$ cat config.mk
export PLATFORM = sky130hd
export DESIGN_NAME = srf_seq
export DESIGN_NICKNAME = d
export VERILOG_FILES = /design/src/rtl/srf_pkg.sv /design/src/rtl/srf_rst_sync.sv /design/src/rtl/srf_timer.sv /design/src/rtl/srf_fsm.sv /design/src/rtl/srf_outdec.sv /design/src/rtl/srf_seq.sv
export SDC_FILE = /design/constraint.sdc
export NUM_CORES = 1
export LEC_CHECK = 0
export ABC_AREA = 1
export BUFFER_PORTS_ARGS = -buffer_cell sky130_fd_sc_hd__buf_4
export CORE_MARGIN = 10
export CORE_UTILIZATION = 36
export CTS_CLUSTER_DIAMETER = 120
export DETAILED_ROUTE_END_ITERATION = 16
export SETUP_SLACK_MARGIN = 0.05
export SLEW_MARGIN = 20
export SYNTH_ARGS = -nofsm -noshare
export SYNTH_HDL_FRONTEND = slang
export SYNTH_SLANG_ARGS = --single-unit
$ cat constraint.sdc
create_clock -name clk -period 1.1 [get_ports clk]
set_input_delay 0.165 -clock clk [delete_from_list [all_inputs] [get_ports clk]]
set_output_delay 0.165 -clock clk [all_outputs]
set_load 0.02 [all_outputs]
$ cat src/rtl/srf_pkg.sv
package srf_pkg;

  typedef enum logic [3:0] {
    ST_IDLE,
    ST_ODT,
    ST_PREA,
    ST_RP,
    ST_REF,
    ST_RFC,
    ST_SELF,
    ST_CKSRE,
    ST_RESID,
    ST_SLEEP,
    ST_CLKREQ,
    ST_CKSRX,
    ST_XS,
    ST_XSDLL
  } srf_state_t;

  typedef struct packed {
    logic cs_n;
    logic ras_n;
    logic cas_n;
    logic we_n;
  } srf_cmd_t;

  localparam srf_cmd_t CMD_NOP  = '{cs_n: 1'b0, ras_n: 1'b1, cas_n: 1'b1, we_n: 1'b1};
  localparam srf_cmd_t CMD_PREA = '{cs_n: 1'b0, ras_n: 1'b0, cas_n: 1'b1, we_n: 1'b0};
  localparam srf_cmd_t CMD_REFS = '{cs_n: 1'b0, ras_n: 1'b0, cas_n: 1'b0, we_n: 1'b1};

endpackage

$ cat src/rtl/srf_rst_sync.sv
module srf_rst_sync #(
  parameter int STAGES = 2
) (
  input  logic clk,
  input  logic rst_n,
  output logic rst_sync_n
);

  logic [STAGES-1:0] chain;

  always_ff @(posedge clk or negedge rst_n) begin
    if (!rst_n) chain <= '0;
    else        chain <= {chain[STAGES-2:0], 1'b1};
  end

  assign rst_sync_n = chain[STAGES-1];

endmodule

$ cat src/rtl/srf_timer.sv
module srf_timer #(
  parameter int CW = 8
) (
  input  logic          clk,
  input  logic          rst_n,
  input  logic          load,
  input  logic [CW-1:0] load_val,
  output logic          done
);

  logic [CW-1:0] cnt_q, cnt_d;
  logic          cnt_en;

  // a wait of n lasts max(n,1) cycles: done when the count is one or zero
  always_comb begin
    cnt_en = load || (cnt_q != '0);
    cnt_d  = load ? load_val : cnt_q - 1'b1;
  end

  always_ff @(posedge clk or negedge rst_n) begin
    if (!rst_n)      cnt_q <= '0;
    else if (cnt_en) cnt_q <= cnt_d;
  end

  assign done = (cnt_q <= CW'(1));

endmodule

$ cat src/rtl/srf_fsm.sv
module srf_fsm
  import srf_pkg::*;
#(
  parameter int CW = 8
) (
  input  logic          clk,
  input  logic          rst_n,
  input  logic          sleep_req,
  input  logic          wake_req,
  input  logic          banks_open,
  input  logic          clk_stable,
  input  logic          tmr_done,
  input  logic [CW-1:0] cfg_odt_lead,
  input  logic [CW-1:0] cfg_trp,
  input  logic [CW-1:0] cfg_trfc,
  input  logic [CW-1:0] cfg_tcksre,
  input  logic [CW-1:0] cfg_tckesr,
  input  logic [CW-1:0] cfg_tcksrx,
  input  logic [CW-1:0] cfg_txs,
  input  logic [CW-1:0] cfg_txsdll,
  output srf_state_t    state,
  output logic          tmr_load,
  output logic [CW-1:0] tmr_val
);

  srf_state_t state_q, state_d;
  logic       wake_pend_q, wake_pend_d;
  logic       need_ref_q, need_ref_d;
  logic [CW-1:0] resid_rem, dll_rem;
  logic       in_entry;

  // residency left after the clock-run window, and DLL window past tXS
  assign resid_rem = (cfg_tckesr > cfg_tcksre) ? cfg_tckesr - cfg_tcksre : '0;
  assign dll_rem   = (cfg_txsdll > cfg_txs)    ? cfg_txsdll - cfg_txs    : '0;

  assign in_entry = (state_q == ST_ODT)   || (state_q == ST_PREA)  ||
                    (state_q == ST_RP)    || (state_q == ST_REF)   ||
                    (state_q == ST_RFC)   || (state_q == ST_SELF)  ||
                    (state_q == ST_CKSRE) || (state_q == ST_RESID) ||
                    (state_q == ST_SLEEP);

  always_comb begin
    state_d  = state_q;
    tmr_load = 1'b0;
    tmr_val  = '0;
    unique case (state_q)
      ST_IDLE: if (sleep_req) begin
        state_d = ST_ODT; tmr_load = 1'b1; tmr_val = cfg_odt_lead;
      end
      ST_ODT: if (tmr_done) begin
        if (banks_open)      state_d = ST_PREA;
        else if (need_ref_q) state_d = ST_REF;
        else                 state_d = ST_SELF;
      end
      ST_PREA: begin
        state_d = ST_RP; tmr_load = 1'b1; tmr_val = cfg_trp;
      end
      ST_RP: if (tmr_done) state_d = need_ref_q ? ST_REF : ST_SELF;
      ST_REF: begin
        state_d = ST_RFC; tmr_load = 1'b1; tmr_val = cfg_trfc;
      end
      ST_RFC: if (tmr_done) state_d = ST_SELF;
      ST_SELF: begin
        state_d = ST_CKSRE; tmr_load = 1'b1; tmr_val = cfg_tcksre;
      end
      ST_CKSRE: if (tmr_done) begin
        state_d = ST_RESID; tmr_load = 1'b1; tmr_val = resid_rem;
      end
      ST_RESID: if (tmr_done) state_d = ST_SLEEP;
      ST_SLEEP: if (wake_pend_q || wake_req) state_d = ST_CLKREQ;
      ST_CLKREQ: if (clk_stable) begin
        state_d = ST_CKSRX; tmr_load = 1'b1; tmr_val = cfg_tcksrx;
      end
      ST_CKSRX: begin
        if (!clk_stable) state_d = ST_CLKREQ;
        else if (tmr_done) begin
          state_d = ST_XS; tmr_load = 1'b1; tmr_val = cfg_txs;
        end
      end
      ST_XS: if (tmr_done) begin
        state_d = ST_XSDLL; tmr_load = 1'b1; tmr_val = dll_rem;
      end
      ST_XSDLL: begin
        if (sleep_req) begin
          state_d = ST_ODT; tmr_load = 1'b1; tmr_val = cfg_odt_lead;
        end else if (tmr_done) state_d = ST_IDLE;
      end
      default: state_d = ST_IDLE;
    endcase
  end

  always_comb begin
    wake_pend_d = in_entry && (state_q != ST_SLEEP) && (wake_pend_q || wake_req);
    need_ref_d  = need_ref_q;
    if (state_q == ST_XS)  need_ref_d = 1'b1;
    if (state_q == ST_REF) need_ref_d = 1'b0;
  end

  always_ff @(posedge clk or negedge rst_n) begin
    if (!rst_n) begin
      state_q     <= ST_IDLE;
      wake_pend_q <= 1'b0;
      need_ref_q  <= 1'b0;
    end else begin
      state_q     <= state_d;
      wake_pend_q <= wake_pend_d;
      need_ref_q  <= need_ref_d;
    end
  end

  assign state = state_q;

endmodule

$ cat src/rtl/srf_outdec.sv
module srf_outdec
  import srf_pkg::*;
(
  input  srf_state_t state,
  input  logic       sys_odt,
  output logic       bus_own,
  output srf_cmd_t   cmd,
  output logic       cmd_a10,
  output logic       cke,
  output logic       odt,
  output logic       clk_stop_ok,
  output logic       nondll_ok,
  output logic       dll_ok
);

  always_comb begin
    cmd         = CMD_NOP;
    cmd_a10     = 1'b0;
    cke         = 1'b1;
    clk_stop_ok = 1'b0;
    unique case (state)
      ST_PREA:  begin cmd = CMD_PREA; cmd_a10 = 1'b1; end
      ST_REF:   cmd = CMD_REFS;
      ST_SELF:  begin cmd = CMD_REFS; cke = 1'b0; end
      ST_CKSRE, ST_CLKREQ, ST_CKSRX: cke = 1'b0;
      ST_RESID, ST_SLEEP: begin cke = 1'b0; clk_stop_ok = 1'b1; end
      default: ;
    endcase
    nondll_ok = (state == ST_IDLE) || (state == ST_XSDLL);
    dll_ok    = (state == ST_IDLE);
    bus_own   = !nondll_ok;
    odt       = (state == ST_IDLE) ? sys_odt : 1'b0;
  end

endmodule

$ cat src/rtl/srf_seq.sv
module srf_seq
  import srf_pkg::*;
#(
  parameter int CW = 8
) (
  input  logic          clk,
  input  logic          rst_n,
  input  logic          sleep_req,
  input  logic          wake_req,
  input  logic          banks_open,
  input  logic          sys_odt,
  input  logic          clk_stable,
  input  logic [CW-1:0] cfg_odt_lead,
  input  logic [CW-1:0] cfg_trp,
  input  logic [CW-1:0] cfg_trfc,
  input  logic [CW-1:0] cfg_tcksre,
  input  logic [CW-1:0] cfg_tckesr,
  input  logic [CW-1:0] cfg_tcksrx,
  input  logic [CW-1:0] cfg_txs,
  input  logic [CW-1:0] cfg_txsdll,
  output logic          bus_own,
  output logic          cmd_cs_n,
  output logic          cmd_ras_n,
  output logic          cmd_cas_n,
  output logic          cmd_we_n,
  output logic          cmd_a10,
  output logic          cke,
  output logic          odt,
  output logic          clk_stop_ok,
  output logic          nondll_ok,
  output logic          dll_ok
);

  logic          rst_sync_n;
  logic          tmr_load, tmr_done;
  logic [CW-1:0] tmr_val;
  srf_state_t    state;
  srf_cmd_t      cmd;

  srf_rst_sync #(.STAGES(2)) u_rst (
    .clk(clk), .rst_n(rst_n), .rst_sync_n(rst_sync_n)
  );

  srf_timer #(.CW(CW)) u_tmr (
    .clk(clk), .rst_n(rst_sync_n), .load(tmr_load), .load_val(tmr_val), .done(tmr_done)
  );

  srf_fsm #(.CW(CW)) u_fsm (
    .clk(clk), .rst_n(rst_sync_n),
    .sleep_req(sleep_req), .wake_req(wake_req), .banks_open(banks_open),
    .clk_stable(clk_stable), .tmr_done(tmr_done),
    .cfg_odt_lead(cfg_odt_lead), .cfg_trp(cfg_trp), .cfg_trfc(cfg_trfc),
    .cfg_tcksre(cfg_tcksre), .cfg_tckesr(cfg_tckesr), .cfg_tcksrx(cfg_tcksrx),
    .cfg_txs(cfg_txs), .cfg_txsdll(cfg_txsdll),
    .state(state), .tmr_load(tmr_load), .tmr_val(tmr_val)
  );

  srf_outdec u_dec (
    .state(state), .sys_odt(sys_odt), .bus_own(bus_own), .cmd(cmd),
    .cmd_a10(cmd_a10), .cke(cke), .odt(odt), .clk_stop_ok(clk_stop_ok),
    .nondll_ok(nondll_ok), .dll_ok(dll_ok)
  );

  assign cmd_cs_n  = cmd.cs_n;
  assign cmd_ras_n = cmd.ras_n;
  assign cmd_cas_n = cmd.cas_n;
  assign cmd_we_n  = cmd.we_n;

endmodule

== After elaboration in Yosys (flattened, before gate mapping) ==
Cells that the tools add are included.
W data, S select, Z words.

* Output and inout port bits: 11
* Input bits: 71
* Register bits after elaboration: 16

* $add $sub $neg: 3
* $lt $le $gt $ge: 3
* Equal/unequal tests: 25
* Reduce and logical (&&, ||, !) cells: 24
* Muxes and demuxes: 38

{| class="wikitable"
|+ Operators with widths
! cell !! number
|-
| $mux W8 || 9
|-
| $pmux W8 S8 || 1
|-
| $mux W4 || 14
|-
| $pmux W4 S14 || 1
|-
| $eq A4 B4 Y1 const B || 6
|-
| $ne A2 B2 Y1 const B || 9
|-
| $eq A4 B3 Y1 const B || 4
|-
| $gt A8 B8 Y1 || 2
|-
| $sub A8 B8 Y8 || 2
|-
| $logic_or A1 B1 Y1 || 11
|-
| $reduce_and A11 Y1 || 1
|-
| $mux W1 || 10
|-
| $eq A4 B2 Y1 const B || 2
|-
| $le A8 B1 Y1 const B || 1
|-
| $reduce_bool A8 Y1 || 1
|-
| $reduce_or A2 Y1 || 4
|-
| $sub A8 B1 Y8 const B || 1
|-
| $ne A3 B3 Y1 const B || 2
|-
| $pmux W3 S2 || 1
|-
| $reduce_or A6 Y1 || 1
|-
| $pmux W1 S5 || 1
|-
| $eq A4 B1 Y1 const B || 1
|-
| $logic_not A4 Y1 || 1
|-
| $ne A4 B4 Y1 const B || 1
|-
| 5 further kinds || 6
|}

== Logic depth before layout (Yosys ltp) ==
Gate-level depths: netlist of the first run.

* Word-level depth: 11
* Mapped depth: 14

== By module ==
A second synthesis of the first run with hierarchy kept.

* Cell total of the unflattened synthesis: 485
* Area total of the unflattened synthesis: 2,718.9 sq um

{| class="wikitable"
|+ Modules (own cells, without submodules)
! module !! times used !! cells an instance !! seq. area each (sq um) !! area each (sq um)
|-
| srf_fsm || 1 || 373 || 150.1 || 1,916.8
|-
| srf_timer || 1 || 81 || 200.2 || 619.3
|-
| srf_outdec || 1 || 28 || 0.0 || 128.9
|-
| srf_rst_sync || 1 || 3 || 50.0 || 53.8
|}

== Worst setup path before layout of the first run ==
OpenSTA, ideal clock, no wires.

* Path type: flip-flop to flip-flop
* Start point: reg u_fsm.state_q[0], in the netlist u_fsm.state[0]
* End point: reg u_tmr.cnt_q[0]
* Cell stages (with the launch flop): 12
* Path slack: -0.695 ns
* Arrival: 1.679 ns
* Period minus slack after synthesis: 1.795 ns
* Required time: 0.984 ns
* Cells stage by stage: dfrtp_1 -> buf_4 -> inv_1 -> nand2_1 -> nor2_4 -> nor2_1 -> nand3_1 -> nor2_2 -> buf_6 -> o21ai_0 -> nand2_1 -> nand2_1

* Word-level cells in the longest chain between the ends: 4
* Elaborated cells on any way between the ends: 16
* Classes of those cells: 8 x eq/ne; 3 x mux; 5 x reduce/logical

{| class="wikitable"
|+ RTL lines
! item !! line !! text
|-
| start: declaration || srf_fsm.sv:26 || <nowiki>srf_state_t state_q, state_d;</nowiki>
|-
| start signal: assignment || srf_fsm.sv:105 || <nowiki>state_q <= state_d;</nowiki>
|-
| $eq A4 B4 Y1 (tied with other cells) || srf_fsm.sv:46 || <nowiki>unique case (state_q)</nowiki>
|-
| $reduce_or A2 Y1 (no source line) or $reduce_or A3 Y1 (tied branches) || n/a ||
|-
| $pmux W8 S8 or $pmux W1 S5 (tied branches) || srf_fsm.sv:46 ||
|-
| $mux W8 or $logic_or A1 B1 Y1 (tied branches) || srf_timer.sv:17, srf_timer.sv:16 ||
|-
| end signal: assignment || srf_timer.sv:22 || <nowiki>else if (cnt_en) cnt_q <= cnt_d;</nowiki>
|-
| end: declaration || srf_timer.sv:11 || <nowiki>logic [CW-1:0] cnt_q, cnt_d;</nowiki>
|}

Several ways; a longest one is shown, not always the timed one.
A chain may end at the register's enable or synchronous reset.

== Final worst setup path of the first run ==
* Start point: reg u_fsm.state_q[0], in the netlist u_fsm.state[0]
* End point: reg u_tmr.cnt_q[1]

Same word-level chain as after synthesis.

==> parameters.txt, run 1 <==
Parameter                              Value

Layout
  ANT cells    0
  Post-route standard cell area excluding fillers    4418 sq um
  Number of cells in the finished layout apart from fillers    733
  Area growth from synthesis to layout    71.91%
  Fraction of final layout cells with drive strength greater than 1    42.23%
  # nets final    between 700 and 800
  Post-layout utilization of the core    between 60% and 70%
  Fill cells    670

Yosys
  Dominant synthesized flop cell    sky130_fd_sc_hd__dfrtp_1
  Share of synthesized area occupied by flip-flops and latches    15.58%
  Library cell with the highest instance count after synthesis    sky130_fd_sc_hd__nand2_1
  Commonest cells in the synthesized netlist    166 x sky130_fd_sc_hd__nand2_1, 72 x sky130_fd_sc_hd__inv_1, 56 x sky130_fd_sc_hd__nor2_1, 50 x sky130_fd_sc_hd__nand3_1, 19 x sky130_fd_sc_hd__ha_1
  Mapped Nets    ~550
  Post-Syn Area per Cell    5.587 sq um
  Number of flops mapped to enable cells by yosys    0
  Register bit total from synthesis    16
  Async set-reset flop share out of synthesis    100.0%
  Number of distinct standard cells referenced by the synthesized netlist    31
  Synthesized area    2570 sq um
  Top-area cell type share of the netlist area    24.25%
  Largest area contributor in the netlist    sky130_fd_sc_hd__nand2_1
  Post-Syn Instances    between 400 and 500
  Yosys synthesis warning count    0
  Top cells by area in the synthesized netlist    sky130_fd_sc_hd__nand2_1 24%, sky130_fd_sc_hd__dfrtp_1 16%, sky130_fd_sc_hd__inv_1 11%

Drt
  Iteration count of the initial detailed-routing pass    4
  Routed length on met3    238 microns
  Post-route ant nets    0
  Routed wire length    9.322 mm
  Top routing layer in use    met4
  Per-cell routed wire length    between 10 and 15 microns
  Post-detailed-route via-to-cell ratio    ~4.6
  Routed wl met2    about 4.9 mm
  Post-route met1 wirelength    approximately 4 mm
  Violation count after the first detailed-route iteration    ~140
  Via count    3340
  Number of DRC violations after detailed routing    0

Critical path
  Worst setup SP type    register
  Critical path start-end classification    register to register
  Worst endpoint required time    1.26 ns
  CP endpoint kind    register
  Critical path fanouts, max    6
  Worst endpoint data arrival time    approximately 1.8 ns

Place
  Routability-driven placement congestion ratio    roughly 0.94
  Placed insts    just over 700
  Worst slack, placed    -0.6999 ns
  Instance area at placement    3990 sq um
  Number of input and output port buffers inserted    80
  Post-detail-place hpwl    7.935 mm

STA
  Max Slew Vio Count    0
  RSZ-0062 raised after global routing    true
  Count of endpoints failing hold in the final timing report    0
  Number of endpoints failing setup at the final stage    24
  Slack of the critical path    -0.5672 ns
  Part of the cycle the worst path needs    151.6%
  Setup TNS    -10.80 ns
  Fin crit period    1.667 ns
  Worst Skew    0.005175 ns
  Upper clock frequency limit    approximately 600 MHz
  Worst hold slack    0.1014 ns

Clock tree
  Clock network latency to the later pin of the worst-skew pair    approximately 0.26 ns
  Root buffer cell    sky130_fd_sc_hd__clkbuf_8
  Clk sinks    16
  # H-tree levels    1
  Number of clock buffers inserted by TritonCTS    3
  Number of buffers on the longest clock path    2
  CTS clk-pin slew, worst paths    roughly 0.07 ns
  Clock tree from TritonCTS    built

Worst hold path
  Hold crit path type    register to async pin

Outcome
  Violations in the final reports    setup timing
  Outcome    finished, violations left

GRT
  Grt total ovfl    0
  Via count of the first global-routing pass    3540
  Global-route wire length before repair    15.63 mm
  Largest net degree at the start of global routing    17
  Number of antenna violations at the first check in global routing    0
  GRT Resource Usage Total    16.70%

Power
  Power density normalized to cell area    1929 nW/um^2
  Static leakage power    2.460 nW
  Total Power Consumption    8.520 mW
  Maximum resistive drop on vdd    0.6155 mV

Floorplan
  Chip height    104.5 microns
  Die Outline Area    between 10000 and 15000 sq um
  Die Width    ~100 microns
  I/O pin count    82
  Number of rows created at floorplan    30
  Area of the placeable core    approximately 7000 sq um
  Initial standard-cell utilization of the core    37.41%

Flow run
  Max-capacitance violation count    0
[cell usage in the layout (no fill, tap or decap), drive strengths merged]
cell,netlist,final
a21oi,20,20
buf,4,178
clkbuf,2,4
conb,2,2
dfrtp,16,16
dlygate4sd3,0,1
fa,2,2
ha,19,19
inv,75,75
nand2,170,170
nand3,51,51
nand3b,6,6
nand4,6,6
nor2,62,62
nor3,2,2
o2111ai,2,2
o211ai,2,2
o21ai,6,6
o31ai,2,2
or2,3,3
xnor2,2,2
xor2,6,6
[where the power goes]
part | total [mW] | internal, mW | leakage [nW] | switching [mW]
clock | 0.549 | 0.318 | 0.0288 | 0.230
combinational | 6.75 | 3.21 | 2.24 | 3.55
sequential | 1.22 | 0.884 | 0.190 | 0.333
total | 8.52 | 4.41 | 2.46 | 4.11
[kinds of logic after synthesis]
kind of cell / count (synthesis) / share of synthesized area [%]
simple gates: 300 / 50.15
compound gates: 32 / 7.887
buf+inv: 81 / 12.56
flops: 16 / 15.58
fa+ha+maj: 21 / 10.81
xor+xnor: 8 / 2.726
other cells: 2 / 0.2922
[worst max-delay path, stage by stage (launching register included)]
cell	delay [ns]
sky130_fd_sc_hd__dfrtp_2	0.48
sky130_fd_sc_hd__buf_4	0.16
sky130_fd_sc_hd__nand2_2	0.09
sky130_fd_sc_hd__o21ai_4	0.08
sky130_fd_sc_hd__nand2_4	0.11
sky130_fd_sc_hd__nand3_4	0.09
sky130_fd_sc_hd__nor2_4	0.17
sky130_fd_sc_hd__buf_4	0.13
sky130_fd_sc_hd__o21ai_0	0.10
sky130_fd_sc_hd__nand2_2	0.09
sky130_fd_sc_hd__nand2_1	0.05
[path summary, 6_finish.rpt]
kind                                                  from                     endpoint  slack, ns  depth (start not counted)
worst max-delay path            u_fsm.state[0]$_DFFE_PN0P_   u_tmr.cnt_q[1]$_DFFE_PN0P_      -0.57                         10
worst min-delay path              u_rst.chain[1]$_DFF_PN0_  u_fsm.wake_pend_q$_DFF_PN0_       0.10                          0
worst max register to register  u_fsm.state[0]$_DFFE_PN0P_   u_tmr.cnt_q[1]$_DFFE_PN0P_      -0.57                         10
worst min register to register    u_rst.chain[1]$_DFF_PN0_  u_fsm.wake_pend_q$_DFF_PN0_       0.10                          0
max in group asynchronous         u_rst.chain[1]$_DFF_PN0_   u_tmr.cnt_q[3]$_DFFE_PN0P_       0.58                          1
min in group clk                                  wake_req  u_fsm.wake_pend_q$_DFF_PN0_       0.18                          3
[final cells by class]
type	instances	area, sq um	area share (%)
multi-input combinational	363	2147	48.60
timing repair buffer	179	1403	31.75
sequential	16	404.1	9.148
inverter	75	289.0	6.542
tap	96	120.1	2.719
clock buffer	4	55.05	1.246
[flip-flops by register name (all words and copies together), names as in the netlist]
register and cells:
u_fsm.state 4, u_fsm.wake_pend_q 1, u_fsm.need_ref_q 1, u_rst.chain 2, u_tmr.cnt_q 8
[per-layer routing]
metal	track usage (%)	vias to the layer above
li1	-	1784
met5	0	-
met1	18.86	1482
met3	1.797	14
met4	6.362	0
met2	31.02	60
[what timing repair did]
item | in CTS | in global routing
hold endpoints to repair | 2 | 0
setup endpoints to repair | 24 | 24
pin swaps | 20 | 23
gates resized for setup | 52 | 24
buffers inserted | 5 | 8
hold buffers | 1 | 0
No activity file was read; power rests on OpenSTA's default activity.
==> run 2, diff against run 1 <==
ABC_AREA = unset   (was 1)
==> parameters.txt, run 2 <==
Parameter                              Value

Critical path
  Slowest stage cell on the critical path    sky130_fd_sc_hd__or4_4
  Worst setup SP type    register
  CP endpoint kind    register
  Critical path start-end classification    register to register
  Critical path fanouts, max    8 (+2)
  Worst path most repeated cell    sky130_fd_sc_hd__or4_4
  Biggest cell delay along the critical path    0.54 ns (+0.06 ns)
  Worst endpoint data arrival time    2.36 ns (+0.54 ns)
  Worst endpoint required time    1.29 ns (+0.03 ns)
  Worst-path cell chain    or4_4 -> or4_4 -> buf_6 -> nor3_4 -> buf_12 -> nand2_4 -> nand3_2 -> o32a_1

GRT
  Global-route wire length before repair    14.95 mm (-4.4%)
  Via count of the first global-routing pass    3101 (-12%)
  Grt total ovfl    0 (unchanged)
  GRT Resource Usage Total    17.53% (+0.82 points)
  Largest net degree at the start of global routing    15 (-2)
  Number of antenna violations at the first check in global routing    0 (unchanged)

Floorplan
  Die Width    101.2 microns (-3.1%)
  Initial standard-cell utilization of the core    37.17% (-0.25 points)
  I/O pin count    82 (unchanged)
  Chip height    101.2 microns (-3.1%)
  Area of the placeable core    6386 sq um (-7.0%)
  Number of rows created at floorplan    29 (-3.3%)
  Die Outline Area    10240 sq um (-6.2%)

Yosys
  Async set-reset flop share out of synthesis    100.0% (unchanged)
  Fraction of the mapped netlist area in adder cells    11.70% (+0.89 points)
  Post-Syn Area per Cell    7.757 sq um (+39%)
  Multiplexer area fraction after synthesis    0% (unchanged)
  Commonest cells in the synthesized netlist    26 x sky130_fd_sc_hd__inv_1, 26 x sky130_fd_sc_hd__nand2_1, 22 x sky130_fd_sc_hd__nor2_1, 21 x sky130_fd_sc_hd__o21ai_0, 20 x sky130_fd_sc_hd__a21oi_1
  Post-Syn Instances    306 (-33%)
  Register bit total from synthesis    16 (unchanged)
  Top cells by area in the synthesized netlist    sky130_fd_sc_hd__dfrtp_1 17%, sky130_fd_sc_hd__ha_1 10%, sky130_fd_sc_hd__o21ai_0 4.4%
  Largest area contributor in the netlist    sky130_fd_sc_hd__dfrtp_1
  Top-area cell type share of the netlist area    16.87% (-7.4 points)
  Share of synthesized area occupied by flip-flops and latches    16.87% (+1.3 points)
  Complex-gate fraction of the synthesized area    31.52% (+24 points)
  Share of the synthesized netlist area taken by xor and xnor gates    4.797% (+2.1 points)
  Mapped Nets    398 (-28%)
  Number of flops mapped to enable cells by yosys    0 (unchanged)
  Dominant combinational cell family by area after synthesis    compound AO/OA/AOI/OAI gates
  Dominant synthesized flop cell    sky130_fd_sc_hd__dfrtp_1
  Number of distinct standard cells referenced by the synthesized netlist    63 (+100%)
  Yosys synthesis warning count    0 (unchanged)
  Synthesized area    2374 sq um (-7.6%)
  Basic-gate share of the synthesized area counting and, or, nand and nor cells    25.72% (-24 points)

Outcome
  Outcome    finished, violations left
  Violations in the final reports    setup timing

Layout
  Number of cells in the finished layout apart from fillers    571 (-22%)
  ANT cells    0 (unchanged)
  Area growth from synthesis to layout    80.07%
  Fraction of final layout cells with drive strength greater than 1    49.80% (+7.6 points)
  Register name with the most flops    u_tmr.cnt_q
  # nets final    587 (-20%)
  Most used cells in the layout excluding fill and tap cells    161 x sky130_fd_sc_hd__buf_4, 32 x sky130_fd_sc_hd__buf_6, 24 x sky130_fd_sc_hd__nand2_1
  Number of flip-flops in the largest register    8 (unchanged)
  Commonest non-fill, non-tap cell in the layout    sky130_fd_sc_hd__buf_4

STA
  Number of endpoints failing setup at the final stage    24 (unchanged)
  Count of endpoints failing hold in the final timing report    0 (unchanged)
  Slack of the critical path    -1.065 ns (-0.4974 ns)
  Max Slew Vio Count    0 (unchanged)
  Part of the cycle the worst path needs    196.8% (+45 points)
  Upper clock frequency limit    462.0 MHz (-23%)
  Fin crit period    2.165 ns (+0.4974 ns)
  Setup TNS    -18.68 ns (-7.876 ns)
  Worst relative slew slack    a little under two thirds
  Slew @ Worst Pin    0.5458 ns
  Worst Skew    0.001222 ns (-0.003954 ns)
  RSZ-0062 raised after global routing    true

Power
  Total Power Consumption    9.433 mW (+11%)
  Switching component of the power    4.122 mW (+0.34%)
  Static leakage power    2.072 nW (-16%)
  Power density normalized to cell area    2207 nW/um^2 (+14%)
  Net switching fraction of the power    43.70% (-4.5 points)
  Maximum resistive drop on vdd    1.607 mV (+160%)
  Proportion of power drawn by combinational gates    82.1% (+2.8 points)
  Int Pwr    5.311 mW (+20%)
  Portion of total power attributed to sequential cells    12.4% (-1.9 points)
  Clock share of power    5.6% (-0.8 points)

Clock tree
  Number of buffers on the longest clock path    2 (unchanged)
  # H-tree levels    1 (unchanged)
  Clock network latency to the later pin of the worst-skew pair    0.25 ns (about the same)
  Root buffer cell    sky130_fd_sc_hd__clkbuf_8
  CTS clk-pin slew, worst paths    0.06 ns (about the same)
  Number of clock buffers inserted by TritonCTS    3 (unchanged)
  Clk sinks    16 (unchanged)
  Clock tree from TritonCTS    built

Place
  Number of input and output port buffers inserted    80 (unchanged)
  Placed insts    550 (-23%)
  Routability-driven placement congestion ratio    0.8980 (-4.4%)
  Post-detail-place hpwl    7.653 mm (-3.6%)

Drt
  Violation count after the first detailed-route iteration    142 (unchanged)
  Routed wire length    9.307 mm (-0.16%)
  Post-route ant nets    0 (unchanged)
  Number of DRC violations after detailed routing    0 (unchanged)
  Iteration count of the initial detailed-routing pass    5 (+1)
  Via count    3049 (-8.7%)
  Post-detailed-route via-to-cell ratio    5.340 (+17%)
  Per-cell routed wire length    16.30 microns (+28%)

Worst hold path
  Hold crit path type    input pin to register

Flow run
  Max-capacitance violation count    0 (unchanged)
## run 2: changes by cell type after synthesis, moves of 6 or more
cell                       before  now
sky130_fd_sc_hd__nand2b_1       0    6
sky130_fd_sc_hd__o21ai_0        5   21
sky130_fd_sc_hd__a221oi_1       0    8
sky130_fd_sc_hd__buf_6          1    8
sky130_fd_sc_hd__inv_1         72   26
sky130_fd_sc_hd__nor3_1         1   12
sky130_fd_sc_hd__nand2_1      166   26
sky130_fd_sc_hd__nor2b_1        0    6
sky130_fd_sc_hd__nand3_1       50    6
sky130_fd_sc_hd__nor2_1        56   22
sky130_fd_sc_hd__a21o_1         0    8
sky130_fd_sc_hd__a22oi_1        0   12
## run 2: path summary, 6_finish.rpt
path	start	to	slack (ns)	depth (start not counted)
setup / recovery	u_tmr.cnt_q[2]$_DFFE_PN0P_	u_tmr.cnt_q[7]$_DFFE_PN0P_	-1.06	8
hold / removal	cfg_odt_lead[1]	u_tmr.cnt_q[1]$_DFFE_PN0P_	0.15	3
setup reg to reg	u_tmr.cnt_q[2]$_DFFE_PN0P_	u_tmr.cnt_q[7]$_DFFE_PN0P_	-1.06	8
hold reg to reg	u_rst.chain[1]$_DFF_PN0_	u_fsm.state[1]$_DFFE_PN0P_	0.17	1
max in group asynchronous	u_rst.chain[1]$_DFF_PN0_	u_fsm.state[2]$_DFFE_PN0P_	0.74	1
min in group asynchronous	u_rst.chain[1]$_DFF_PN0_	u_fsm.state[1]$_DFFE_PN0P_	0.17	1
## run 2: worst max-delay path, delay by kind of cell, from the launching register on
family          cells  cell delay (ns)
buf+inv             2             0.30
compound gates      1             0.15
flops               1             0.37
simple gates        5             1.27
## run 2: cell type report
class	instances	area (sq um)
clock buffers	4	55.05
fillers	531	2112
inverters	26	100.1
multi-input cells	250	1974
flip-flops and latches	16	404.1
well taps	77	96.34
repair buffers	198	1644
## run 2: cells by family (layout without fill, tap and decap cells)
| logic type | count (synthesis) | after routing |
|---|---|---|
| AND/OR/NAND/NOR | 110 | 110 |
| buffers and inverters | 40 | 228 |
| XOR/XNOR | 13 | 13 |
| adder cells (fa/ha/maj) | 21 | 21 |
| flip-flops | 16 | 16 |
| AO/OA/AOI/OAI | 104 | 104 |
| other | 2 | 2 |
## run 2: repair_timing
item                                    CTS  global route
pin swaps                                13            11
hold buffers                              1             0
resized for setup                        55            17
endpoints found under the setup margin   24            24
setup buffers                            13             5
endpoints found under the hold margin     2             0
## run 2: per-stage QoR
stage	util, %	setup WS (ns)	instance area, sq um	hold slack [ns]
4_1_cts	65.44	-1.161	4179	0.1511
3_5_place_dp	60.13	-1.202	3840	-0.05169
5_1_grt	66.93	-1.121	4274	0.1386
3_3_place_gp	60.13	-1.210	3840	-0.05228
2_1_floorplan	-	-1.053	2494	-0.1306
6_report	66.93	-1.065	4274	0.1469
## run 2: power by group through the flow
stage	logic, mW	registers (mW)	clock network, mW
after floorplan	3.92	1.14	0
after global placement	6.15	1.14	0
after detailed placement	6.24	1.15	0
after CTS	7.30	1.14	0.531
after global routing	8.35	1.19	0.580
final	7.74	1.17	0.527
## run 2: routing by layer
layer	vias to the layer above	global-route usage, %	routed length (microns)
met2	109	29.74	4596
met3	6	3.812	688
met1	1420	22.69	3969
li1	1514	-	-
met5	-	0	0
met4	0	2.358	53
